File: config.mk
export PLATFORM = sky130hd
export DESIGN_NAME = tlb_asn_top
export DESIGN_NICKNAME = d
export VERILOG_FILES = /design/src/rtl/tlb_asn_pkg.sv /design/src/rtl/tlb_asn_store.sv /design/src/rtl/tlb_asn_victim.sv /design/src/rtl/tlb_asn_recent.sv /design/src/rtl/tlb_asn_top.sv
export SDC_FILE = /design/constraint.sdc
export NUM_CORES = 1
export LEC_CHECK = 0
export BUFFER_PORTS_ARGS = -buffer_cell sky130_fd_sc_hd__buf_4
export CORE_MARGIN = 1
export CORE_UTILIZATION = 51
export CTS_CLUSTER_DIAMETER = 50
export DETAILED_ROUTE_END_ITERATION = 7
export PLACE_DENSITY_LB_ADDON = 0.25
export SLEW_MARGIN = 20
export SYNTH_ARGS = -nofsm -noshare
export SYNTH_HDL_FRONTEND = slang
export SYNTH_SLANG_ARGS = --single-unit
File: constraint.sdc
create_clock -name clk -period 5.7 [get_ports clk]
set_input_delay 0.855 -clock clk [delete_from_list [all_inputs] [get_ports clk]]
set_output_delay 0.855 -clock clk [all_outputs]
set_load 0.005 [all_outputs]
File: src/rtl/tlb_asn_pkg.sv
package tlb_asn_pkg;
    typedef enum logic [2:0] {
        CMD_IDLE       = 3'd0,
        CMD_INSERT     = 3'd1,
        CMD_WIPE_ALL   = 3'd2,
        CMD_WIPE_LOCAL = 3'd3,
        CMD_WIPE_PAGE  = 3'd4
    } tlb_cmd_e;
endpackage

File: src/rtl/tlb_asn_store.sv
module tlb_asn_store
    import tlb_asn_pkg::*;
#(
    parameter int ENTRIES = 8,
    parameter int VPN_W   = 12,
    parameter int PPN_W   = 10,
    parameter int ASN_W   = 4,
    parameter int MODES   = 4,
    localparam int IDX_W  = $clog2(ENTRIES)
) (
    input  logic               clk,
    input  logic               rst_n,
    input  logic [VPN_W-1:0]   lk_vpn,
    input  logic [ASN_W-1:0]   lk_asn,
    input  logic [2:0]         cmd,
    input  logic [VPN_W-1:0]   cmd_vpn,
    input  logic [ASN_W-1:0]   cmd_asn,
    input  logic [IDX_W-1:0]   victim,
    input  logic [PPN_W-1:0]   ins_ppn,
    input  logic               ins_global,
    input  logic [MODES-1:0]   ins_rd_en,
    input  logic [MODES-1:0]   ins_wr_en,
    input  logic               ins_fault_rd,
    input  logic               ins_fault_wr,
    input  logic [IDX_W-1:0]   sel_idx,
    output logic [ENTRIES-1:0] hit_vec,
    output logic [PPN_W-1:0]   sel_ppn,
    output logic               sel_global,
    output logic [MODES-1:0]   sel_rd_en,
    output logic [MODES-1:0]   sel_wr_en,
    output logic               sel_fault_rd,
    output logic               sel_fault_wr
);
    logic [ENTRIES-1:0] valid_q;
    logic [ENTRIES-1:0] glob_q;
    logic [ENTRIES-1:0] frd_q;
    logic [ENTRIES-1:0] fwr_q;
    logic [VPN_W-1:0]   vpn_q [ENTRIES];
    logic [PPN_W-1:0]   ppn_q [ENTRIES];
    logic [ASN_W-1:0]   asn_q [ENTRIES];
    logic [MODES-1:0]   rd_q  [ENTRIES];
    logic [MODES-1:0]   wr_q  [ENTRIES];
    logic [ENTRIES-1:0] page_vec;
    tlb_cmd_e           op;

    assign op = tlb_cmd_e'(cmd);

    // Per-slot comparators for the lookup port and for the wipe-page command
    for (genvar e = 0; e < ENTRIES; e++) begin : g_cmp
        assign hit_vec[e]  = valid_q[e] && (vpn_q[e] == lk_vpn) &&
                             (glob_q[e] || (asn_q[e] == lk_asn));
        assign page_vec[e] = valid_q[e] && (vpn_q[e] == cmd_vpn) &&
                             (glob_q[e] || (asn_q[e] == cmd_asn));
    end

    always_ff @(posedge clk) begin
        for (int e = 0; e < ENTRIES; e++) begin
            if (!rst_n) begin
                valid_q[e] <= 1'b0;
                glob_q[e]  <= 1'b0;
                frd_q[e]   <= 1'b0;
                fwr_q[e]   <= 1'b0;
                vpn_q[e]   <= '0;
                ppn_q[e]   <= '0;
                asn_q[e]   <= '0;
                rd_q[e]    <= '0;
                wr_q[e]    <= '0;
            end else begin
                unique case (op)
                    CMD_INSERT: begin
                        if (victim == IDX_W'(e)) begin
                            valid_q[e] <= 1'b1;
                            glob_q[e]  <= ins_global;
                            frd_q[e]   <= ins_fault_rd;
                            fwr_q[e]   <= ins_fault_wr;
                            vpn_q[e]   <= cmd_vpn;
                            ppn_q[e]   <= ins_ppn;
                            asn_q[e]   <= cmd_asn;
                            rd_q[e]    <= ins_rd_en;
                            wr_q[e]    <= ins_wr_en;
                        end
                    end
                    CMD_WIPE_ALL: begin
                        valid_q[e] <= 1'b0;
                        glob_q[e]  <= 1'b0;
                        frd_q[e]   <= 1'b0;
                        fwr_q[e]   <= 1'b0;
                        vpn_q[e]   <= '0;
                        ppn_q[e]   <= '0;
                        asn_q[e]   <= '0;
                        rd_q[e]    <= '0;
                        wr_q[e]    <= '0;
                    end
                    CMD_WIPE_LOCAL: begin
                        if (!glob_q[e]) valid_q[e] <= 1'b0;
                    end
                    CMD_WIPE_PAGE: begin
                        if (page_vec[e]) valid_q[e] <= 1'b0;
                    end
                    default: ;
                endcase
            end
        end
    end

    assign sel_ppn      = ppn_q[sel_idx];
    assign sel_global   = glob_q[sel_idx];
    assign sel_rd_en    = rd_q[sel_idx];
    assign sel_wr_en    = wr_q[sel_idx];
    assign sel_fault_rd = frd_q[sel_idx];
    assign sel_fault_wr = fwr_q[sel_idx];
endmodule

File: src/rtl/tlb_asn_victim.sv
module tlb_asn_victim
    import tlb_asn_pkg::*;
#(
    parameter int ENTRIES = 8,
    localparam int IDX_W  = $clog2(ENTRIES)
) (
    input  logic             clk,
    input  logic             rst_n,
    input  logic [2:0]       cmd,
    output logic [IDX_W-1:0] victim
);
    localparam logic [IDX_W-1:0] LAST = IDX_W'(ENTRIES - 1);
    tlb_cmd_e op;

    assign op = tlb_cmd_e'(cmd);

    always_ff @(posedge clk) begin
        if (!rst_n) begin
            victim <= '0;
        end else begin
            unique case (op)
                CMD_INSERT:   victim <= (victim == LAST) ? '0 : victim + 1'b1;
                CMD_WIPE_ALL: victim <= '0;
                default: ;
            endcase
        end
    end
endmodule

File: src/rtl/tlb_asn_recent.sv
module tlb_asn_recent #(
    parameter int ENTRIES = 8,
    parameter int RECENT  = 2,
    localparam int IDX_W  = $clog2(ENTRIES)
) (
    input  logic               clk,
    input  logic               rst_n,
    input  logic               lk_valid,
    input  logic               clear,
    input  logic [ENTRIES-1:0] hit_vec,
    output logic               any_hit,
    output logic [IDX_W-1:0]   sel_idx
);
    logic [IDX_W-1:0]  slot_idx_q [RECENT];
    logic [RECENT-1:0] slot_v_q;
    logic [IDX_W-1:0]  scan_idx;
    logic              recent_found;
    logic [IDX_W-1:0]  recent_idx;

    // Full search: lowest matching slot index
    always_comb begin
        scan_idx = '0;
        for (int i = ENTRIES - 1; i >= 0; i--) begin
            if (hit_vec[i]) scan_idx = IDX_W'(i);
        end
    end

    // Recent list search: earliest list position whose slot still matches
    always_comb begin
        recent_found = 1'b0;
        recent_idx   = '0;
        for (int s = RECENT - 1; s >= 0; s--) begin
            if (slot_v_q[s] && hit_vec[slot_idx_q[s]]) begin
                recent_found = 1'b1;
                recent_idx   = slot_idx_q[s];
            end
        end
    end

    assign any_hit = |hit_vec;
    assign sel_idx = recent_found ? recent_idx : scan_idx;

    always_ff @(posedge clk) begin
        if (!rst_n || clear) begin
            slot_v_q <= '0;
            for (int s = 0; s < RECENT; s++) slot_idx_q[s] <= '0;
        end else if (lk_valid && any_hit &&
                     !(slot_v_q[0] && slot_idx_q[0] == sel_idx)) begin
            slot_v_q[0]   <= 1'b1;
            slot_idx_q[0] <= sel_idx;
            for (int s = 1; s < RECENT; s++) begin
                slot_v_q[s]   <= slot_v_q[s-1];
                slot_idx_q[s] <= slot_idx_q[s-1];
            end
        end
    end
endmodule

File: src/rtl/tlb_asn_top.sv
module tlb_asn_top
    import tlb_asn_pkg::*;
#(
    parameter int ENTRIES = 8,
    parameter int VPN_W   = 12,
    parameter int PPN_W   = 10,
    parameter int ASN_W   = 4,
    parameter int MODES   = 4,
    parameter int RECENT  = 2
) (
    input  logic             clk,
    input  logic             rst_n,
    input  logic             lk_valid,
    input  logic [VPN_W-1:0] lk_vpn,
    input  logic [ASN_W-1:0] lk_asn,
    output logic             lk_hit,
    output logic [PPN_W-1:0] lk_ppn,
    output logic             lk_global,
    output logic [MODES-1:0] lk_rd_en,
    output logic [MODES-1:0] lk_wr_en,
    output logic             lk_fault_rd,
    output logic             lk_fault_wr,
    input  logic [2:0]       cmd,
    input  logic [VPN_W-1:0] cmd_vpn,
    input  logic [ASN_W-1:0] cmd_asn,
    input  logic [PPN_W-1:0] ins_ppn,
    input  logic             ins_global,
    input  logic [MODES-1:0] ins_rd_en,
    input  logic [MODES-1:0] ins_wr_en,
    input  logic             ins_fault_rd,
    input  logic             ins_fault_wr
);
    localparam int IDX_W = $clog2(ENTRIES);

    logic [IDX_W-1:0]   victim;
    logic [IDX_W-1:0]   sel_idx;
    logic [ENTRIES-1:0] hit_vec;
    logic               any_hit;
    logic               list_clear;
    logic [PPN_W-1:0]   sel_ppn;
    logic               sel_global;
    logic [MODES-1:0]   sel_rd_en;
    logic [MODES-1:0]   sel_wr_en;
    logic               sel_fault_rd;
    logic               sel_fault_wr;

    always_comb begin
        unique case (tlb_cmd_e'(cmd))
            CMD_INSERT, CMD_WIPE_ALL, CMD_WIPE_LOCAL, CMD_WIPE_PAGE: list_clear = 1'b1;
            default: list_clear = 1'b0;
        endcase
    end

    tlb_asn_victim #(.ENTRIES(ENTRIES)) u_victim (
        .clk(clk), .rst_n(rst_n), .cmd(cmd), .victim(victim)
    );

    tlb_asn_store #(
        .ENTRIES(ENTRIES), .VPN_W(VPN_W), .PPN_W(PPN_W),
        .ASN_W(ASN_W), .MODES(MODES)
    ) u_store (
        .clk(clk), .rst_n(rst_n), .lk_vpn(lk_vpn), .lk_asn(lk_asn),
        .cmd(cmd), .cmd_vpn(cmd_vpn), .cmd_asn(cmd_asn), .victim(victim),
        .ins_ppn(ins_ppn), .ins_global(ins_global), .ins_rd_en(ins_rd_en),
        .ins_wr_en(ins_wr_en), .ins_fault_rd(ins_fault_rd),
        .ins_fault_wr(ins_fault_wr), .sel_idx(sel_idx), .hit_vec(hit_vec),
        .sel_ppn(sel_ppn), .sel_global(sel_global), .sel_rd_en(sel_rd_en),
        .sel_wr_en(sel_wr_en), .sel_fault_rd(sel_fault_rd),
        .sel_fault_wr(sel_fault_wr)
    );

    tlb_asn_recent #(.ENTRIES(ENTRIES), .RECENT(RECENT)) u_recent (
        .clk(clk), .rst_n(rst_n), .lk_valid(lk_valid), .clear(list_clear),
        .hit_vec(hit_vec), .any_hit(any_hit), .sel_idx(sel_idx)
    );

    always_comb begin
        lk_hit      = any_hit;
        lk_ppn      = any_hit ? sel_ppn      : '0;
        lk_global   = any_hit ? sel_global   : 1'b0;
        lk_rd_en    = any_hit ? sel_rd_en    : '0;
        lk_wr_en    = any_hit ? sel_wr_en    : '0;
        lk_fault_rd = any_hit ? sel_fault_rd : 1'b0;
        lk_fault_wr = any_hit ? sel_fault_wr : 1'b0;
    end
endmodule

==> results of run 1 <==
-- layout make-up --
cell class              count  share of cell area (%)
diodes                      1                 0.01173
clock buffers              51                   5.085
clock inverters            27                   1.296
inverters                  23                  0.4047
multi-input cells        1256                   42.74
flip-flops and latches    315                   42.61
well taps                 468                   2.745
repair buffers            132                   5.115
-- cells in the final DEF (no fill, tap or decap), drive strengths merged, types with 14 or more instances in the layout --
cell,count
a22oi,16
nor2,62
a211oi,19
edfxtp,278
nand2,53
o21a,54
and3,42
o2111ai,23
a22o,26
clkinv,14
o21ai,72
a21oi,29
and2,251
a31o,15
buf,132
nor3b,41
xor2,130
mux2i,26
nor4,33
inv,31
clkbuf,51
nor3,33
nand4,32
nand3,35
xnor2,117
dfxtp,37
-- routing by layer --
metal  share of wire, %  vias to the layer above  wire length (um)  GRT usage [%]
li1                   -                     6457                 -              -
met3                8.8                       96              5027          4.807
met1                 44                     7203             25120          43.35
met2                 45                      723             25760          46.54
met4                2.4                        0              1376          9.259
met5                  0                        -                 0              0
-- per-stage QoR --
step,power (W),cells
2_1_floorplan,0.003044,1740
3_3_place_gp,0.003211,2194
3_5_place_dp,0.003223,2194
4_1_cts,0.005794,2272
5_1_grt,0.005921,2272
6_report,0.005785,2273
-- kinds of logic (layout without fill, tap and decap cells) --
group                    count (synthesis)  after routing  share of synthesized area [%]
multiplexers                            27             27                          1.494
flip-flops                             315            315                          48.02
buffers and inverters                  169            233                          4.522
AO/OA/AOI/OAI                          354            354                          14.47
XOR/XNOR                               247            247                          11.43
AND/OR/NAND/NOR                        622            622                          19.67
other                                    0              1                              0
adder cells (fa/ha/maj)                  6              6                         0.3966
-- worst max-delay path, delay by kind of cell --
kind / cells / cell delay [ns]
buffers and inverters: 3 / 0.61
and+or+nand+nor: 4 / 1.53
AOI/OAI and AO/OA: 5 / 1.41
xor gates and xnor gates: 1 / 0.16
-- sequential cells by signal, summed over array words and instances, names as in the netlist --
signal	flops
u_recent.slot_idx_q	6
u_recent.slot_v_q	2
u_store.asn_q	32
u_store.frd_q	8
u_store.fwr_q	8
u_store.glob_q	8
u_store.ppn_q	80
u_store.rd_q	32
u_store.valid_q	8
u_store.vpn_q	96
u_store.wr_q	32
u_victim.victim	3
-- power by group through the flow --
stage          Combinational (W)  Clock [W]  Sequential [W]
6_report                0.000495    0.00260         0.00269
5_1_grt                 0.000527    0.00269         0.00270
4_1_cts                 0.000487    0.00261         0.00269
3_5_place_dp            0.000484          0         0.00274
3_3_place_gp            0.000476          0         0.00273
2_1_floorplan           0.000329          0         0.00272
-- final timing paths --
| path | endpoint | slack (ns) |
|---|---|---|
| setup / recovery | lk_fault_rd | 0.25 |
| hold / removal | u_store.fwr_q[7] | 0.46 |
| setup reg to reg | u_recent.slot_idx_q[0][5] | 1.75 |
| hold reg to reg | u_store.fwr_q[7] | 0.46 |
-- timing repair --
item                       CTS  global route
hold endpoints to repair     0             0
setup endpoints to repair    0            21
resized for setup            0             5
==> summary.txt, run 1 <==
Cell Area, Synth - 18930 um2
chip width - 194.6 um
ys flop type - edfxtp_1
top-area cell type share of the netlist area - 44.11%
largest stage delay on the critical path - 0.61 ns
Crit. End Element - output pin
drt first pass iters - 6
worst-skew pair later-pin latency - 0.55 ns
first-pass GRT wire length - 85880 um
Via Count - 14480
Die Span Y - 194.6 um
NetSw - 0.001465 W
share of cells above drive strength 1 - 15.19%
I/O Pins - 81
status - completed
final core occ - 58.41%
fraction of registers with async set/reset - 0%
origin of the worst min-delay path - u_store.fwr_q[7]
Num Clock Sinks - 315
TritonCTS clock tree - done
Avg Inst Size Synth - 10.88 um2
Peak VDD IR - 0.2118 mV
worst reg2reg path depth - 11
Clk pwr share - 44.9%
Multi-input gate area - 9116 um2
crit path from - lk_asn[1]
ANT nets after route - 0
gp weighted congestion - 0.9749
Tmin final - 5.446 ns
DP HPWL - 37830 um
Hold Crit Class - flip-flop to flip-flop
top post-synthesis cells by area - edfxtp_1 (44%), and2_1 (8.2%), xor2_1 (6.0%)
max-cap check violation count - 0
Layout area overhead - 12.71%
Buffers on Ports - 80
GR Overflow Total - 0
hold buffer count at cts - 0
reg-to-reg critical path startpoint - u_store.vpn_q[1][9]
largest net degree at the start of global routing - 47
vias per inst - 6.370
CP Launch Type - input pin
Worst Setup Slack post-DPL - 0.06421 ns
maximum clock insertion buffer count - 3
Non-Filler Cell Area, Final - 21330 um2
RSZ-0062 raised after global routing - false
Num CTS Buffers - 42
area leader, netlist - edfxtp_1
WS Path Type - input pin to output pin
final worst slack - 0.2543 ns
Pint - 0.004320 W
most frequent cell after synthesis - edfxtp_1
Switching Share - 25.33%
die area - 37890 um2
Comb pwr share - 8.6%
layout net count - 1835
clock root cell - clkbuf_16
Crit path arrival time - 4.59 ns
final number of setup-violating endpoints - 0
Setup Fix Bufs, Post-CTS - 0
Mapped Cells - 1740
P_leak - 7.937 nW
Slew HR - 26.77%
critical path cell sequence - buf_4 -> xnor2_1 -> a41oi_1 -> or3_1 -> nor4_1 -> or4b_4 -> nor4_4 -> o221a_4 -> o2111ai_4 -> buf_12 -> a31o_1 -> o2111ai_1 -> buf_4
H-tree depth - 2
fillers - 2981
DRT Wirelength - 57280 um
Ys Warns - 0
fin. max-slew vios - 0
Cell Rows - 70
Worst Tran Pin Value - 1.095 ns
Reg power frac - 46.6%
DRC - 0
most frequent CP cell - buf_4
Wirelength per Cell - 25.20 um
EDFF count, synth - 278
crit share post-route - 95.54%
clk_skew - 0.02567 ns
Core Area - 36520 um2
DP Area - 19950 um2
hold path depth - 2
Required @ worst endpoint - 4.85 ns
gr usage total - 30.09%
vias in the first global route - 13770
Synth cell types - 100
initial antenna violation count - 0
starting DRC count in detailed routing - 1635
hold slack - 0.4591 ns
#FFs+latches synth - 315
Highest Clock Rate - 183.6 MHz
initial cell density of the core - 51.82%
Reg clk slew, reported paths - 0.06 ns
Crit Path Max Fanout - 21
crit path max-delay cell type - or4b_4
syn_nets - 1805
Power Dens Cells - 271.2 nW/um2
Reg area - 9089 um2
Final Hold Viols - 0
synth cell count leaders - edfxtp_1 (278), and2_1 (248), xor2_1 (130)
TNS Setup - 0 ns
Seq/Total Area, Yosys - 48.02%
Note: power is estimated with default switching activity, not from simulation.
==> run 2, diff against run 1 <==
--- a/config.mk
+++ b/config.mk
@@ -5,13 +5,16 @@
 export SDC_FILE = /design/constraint.sdc
 export NUM_CORES = 1
 export LEC_CHECK = 0
+export ABC_AREA = 1
 export BUFFER_PORTS_ARGS = -buffer_cell sky130_fd_sc_hd__buf_4
 export CORE_MARGIN = 1
 export CORE_UTILIZATION = 51
 export CTS_CLUSTER_DIAMETER = 50
 export DETAILED_ROUTE_END_ITERATION = 7
+export MAX_ROUTING_LAYER = met4
 export PLACE_DENSITY_LB_ADDON = 0.25
 export SLEW_MARGIN = 20
 export SYNTH_ARGS = -nofsm -noshare
 export SYNTH_HDL_FRONTEND = slang
+export SYNTH_HIERARCHICAL = 1
 export SYNTH_SLANG_ARGS = --single-unit
==> run 2 against run 1 <==
Combinational power increased by 11%. Non-clock buffer count decreased by 38. Synthesized cell count increased by 29%. Critical path type unchanged. Routed wire length increased by 1.5%. Critical path depth increased by 9.
==> summary.txt, run 2 <==
Crit path arrival time - 4.56 ns (-0.03 ns)
vias per inst - 5.737 (-9.9%)
Cell Rows - 67 (-4.3%)
worst-skew pair later-pin latency - 0.55 ns (about the same)
Top reg by flops - u_store/vpn_q
Worst Tran Pin Value - 1.152 ns (+0.05744 ns)
drt first pass iters - 6 (unchanged)
Comb pwr share - 9.9% (+1.3 points)
final core occ - 57.87% (-0.54 points)
Via Count - 15810 (+9.2%)
Clk pwr share - 41.3% (-3.6 points)
Num Clock Sinks - 315 (unchanged)
status - completed
chip width - 188.4 um (-3.2%)
first-pass GRT wire length - 88150 um (+2.6%)
ANT nets after route - 0 (unchanged)
P_leak - 8.622 nW (+8.6%)
commonest non-fill, non-tap cells in the layout - nand2_1 (564), nor2_1 (564), edfxtp_1 (278), inv_1 (224), o21ai_0 (106)
starting DRC count in detailed routing - 1779 (+8.8%)
fraction of registers with async set/reset - 0% (unchanged)
Seq/Total Area, Yosys - 51.29% (+3.3 points)
initial antenna violation count - 0 (unchanged)
syn_nets - 2314 (+28%)
crit share post-route - 95.05% (-0.48 points)
Hold Crit Class - flip-flop to flip-flop
Tmin final - 5.418 ns (-0.02761 ns)
Power Dens Cells - 282.2 nW/um2 (+4.1%)
Num CTS Buffers - 39 (-7.1%)
fillers - 3096 (+3.9%)
Core Area - 33870 um2 (-7.3%)
gp weighted congestion - 1.052 (+7.9%)
hold path depth - 2 (unchanged)
Buf/Inv on CP - 8 (+5)
crit path max-delay cell type - nor4_1
Layout area overhead - 10.59%
largest net degree at the start of global routing - 84 (+79%)
RSZ-0062 raised after global routing - false
NetSw - 0.001443 W (-1.5%)
Avg Inst Size Synth - 7.865 um2 (-28%)
most frequent cell after synthesis - nand2_1
Switching Share - 26.09% (+0.76 points)
TNS Setup - 0 ns (unchanged)
top post-synthesis cells by area - edfxtp_1 (47%), nand2_1 (12%), nor2_1 (12%)
final number of setup-violating endpoints - 0 (unchanged)
share of cells above drive strength 1 - 9.099% (-6.1 points)
Multi-input gate area - 7068 um2 (-22%)
Ys Warns - 6 (+6)
max FFs per register - 96 (unchanged)
Slew HR - 22.93% (-3.8 points)
GR Overflow Total - 0 (unchanged)
Synth cell types - 43 (-57%)
Mapped Cells - 2253 (+29%)
clock root cell - clkbuf_16
TritonCTS clock tree - done
maximum clock insertion buffer count - 3 (unchanged)
Highest Clock Rate - 184.6 MHz (+0.51%)
post_cts resized - 0 (unchanged)
gr usage total - 33.86% (+3.8 points)
fin. max-slew vios - 0 (unchanged)
Buffers on Ports - 80 (unchanged)
Top Registers - u_store/vpn_q (96), u_store/ppn_q (80)
Peak VDD IR - 0.2822 mV (+33%)
Wirelength per Cell - 21.09 um (-16%)
reg-to-reg critical path startpoint - u_store/vpn_q[0][5]
top-area cell type share of the netlist area - 47.11% (+3.0 points)
Crit. End Element - output pin
ys flop type - edfxtp_1
H-tree depth - 2 (unchanged)
DP HPWL - 37830 um (about the same)
EDFF count, synth - 278 (unchanged)
DP Cell Count - 2687 (+22%)
most frequent CP cell - nand3_1
max-cap check violation count - 0 (unchanged)
Worst Setup Slack post-DPL - 0.3269 ns (+0.2627 ns)
hold buffer count at cts - 0 (unchanged)
Non-Filler Instances - 2756 (+21%)
die area - 35500 um2 (-6.3%)
Cell Area, Synth - 17720 um2 (-6.4%)
Required @ worst endpoint - 4.85 ns (about the same)
DRC - 0 (unchanged)
layout net count - 2341 (+28%)
R2R Setup Slk - 2.34 ns (+0.59 ns)
clk_skew - 0.01301 ns (-0.01266 ns)
worst reg2reg path depth - 18 (+7)
family with the most delay on the worst path - simple AND/OR/NAND/NOR gates
Reg power frac - 48.7% (+2.1 points)
#FFs+latches synth - 315 (unchanged)
origin of the worst min-delay path - u_store/frd_q[7]
Die Span Y - 188.4 um (-3.2%)
Pint - 0.004088 W (-5.4%)
Worst Hold Endpoint - u_store/frd_q[7]
Final Hold Viols - 0 (unchanged)
largest stage delay on the critical path - 0.63 ns (+0.02 ns)
vias in the first global route - 14960 (+8.6%)
Reg area - 9089 um2 (unchanged)
initial cell density of the core - 52.32% (+0.50 points)
CP Launch Type - input pin
I/O Pins - 81 (unchanged)
WS Path Type - input pin to output pin
final worst slack - 0.2819 ns (+0.02761 ns)
DRT Wirelength - 58130 um (+1.5%)
Crit Path Max Fanout - 83 (+300%)
synth cell count leaders - nand2_1 (570), nor2_1 (564), edfxtp_1 (278)
area leader, netlist - edfxtp_1
FF-to-FF End - u_recent/slot_idx_q[0][3]
Setup Fix Bufs, Post-CTS - 0 (unchanged)
Reg clk slew, reported paths - 0.06 ns (about the same)
critical path cell sequence - buf_4 -> inv_1 -> o22ai_1 -> nor4_1 -> nand3_1 -> nor2_1 -> inv_2 -> nand2_1 -> nand3_1 -> nand3b_1 -> nand3_1 -> nand3_1 -> nand3_1 -> inv_2 -> inv_2 -> buf_12 -> a21oi_1 -> o21ai_0 -> a31oi_1 -> nand2_1 -> inv_1 -> buf_4
ant diodes - 0 (-1)
run 2: changes by cell type after synthesis, moves of 24 or more:
cell | previous run | this run
nand2_1 | 51 | 570
nor2_1 | 60 | 564
and2_1 | 248 | 0
inv_1 | 21 | 226
xor2_1 | 130 | 12
xnor2_1 | 117 | 37
o22ai_1 | 8 | 78
clkbuf_1 | 97 | 28
o21a_1 | 54 | 1
nor3b_1 | 41 | 0
and3_1 | 39 | 0
o21ai_0 | 70 | 108
mux2i_1 | 26 | 0
nand3_1 | 35 | 59
run 2: worst max-delay path by stage:
stage,from,to,cells past startpoint
5_1_grt,lk_vpn[2],lk_wr_en[3],24
6_report,lk_vpn[2],lk_global,22
4_1_cts,lk_vpn[11],lk_global,24
3_3_place_gp,lk_vpn[11],lk_wr_en[3],26
3_5_place_dp,lk_vpn[11],lk_global,24
2_1_floorplan,lk_vpn[7],lk_wr_en[1],24
run 2: layout make-up:
class,count,share of cell area (%)
Clock buffer,47,5.133
Tap cell,448,2.860
Clock inverter,22,0.7981
Multi-Input combinational cell,1582,36.07
Inverter,248,4.782
Sequential cell,315,46.38
Timing Repair Buffer,94,3.984
run 2: power by group through the flow:
stage	sequential, W	combinational, W	clock (W)
finish	0.00269	0.000550	0.00229
global route	0.00270	0.000599	0.00240
CTS	0.00269	0.000539	0.00231
detailed placement	0.00274	0.000536	0
global placement	0.00274	0.000532	0
floorplan	0.00271	0.000358	0
run 2: metal layers:
metal	global-route usage (%)	vias to the layer above	wire, um
met5	-	-	0
met4	13.68	0	2307
met3	3.949	145	5110
met2	53.45	838	27100
met1	44.57	7501	23610
li1	-	7328	-
run 2: kinds of logic (layout without fill, tap and decap cells):
logic type / count (synthesis) / in the layout / share of synthesized area (%)
AO/OA/AOI/OAI: 267 / 267 / 8.600
buffers and inverters: 356 / 411 / 9.094
AND/OR/NAND/NOR: 1264 / 1264 / 28.45
adder cells (fa/ha/maj): 2 / 2 / 0.1412
XOR/XNOR: 49 / 49 / 2.422
flip-flops: 315 / 315 / 51.29
run 2: tightest hold or removal path, delay by kind of cell, from the launching register on:
kind,cells,cell delay [ns]
compound gates,1,0.05
flops,1,0.31
simple gates,1,0.06
run 2: stage by stage:
stage | hold WS [ns] | cell area, um2 | total power (W)
after detailed placement | 0.4570 | 18420 | 0.003274
after global routing | 0.4816 | 19600 | 0.005701
after floorplan | 0.4364 | 17720 | 0.003068
after CTS | 0.4653 | 19580 | 0.005541
final | 0.4649 | 19600 | 0.005530
after global placement | 0.4486 | 18420 | 0.003268
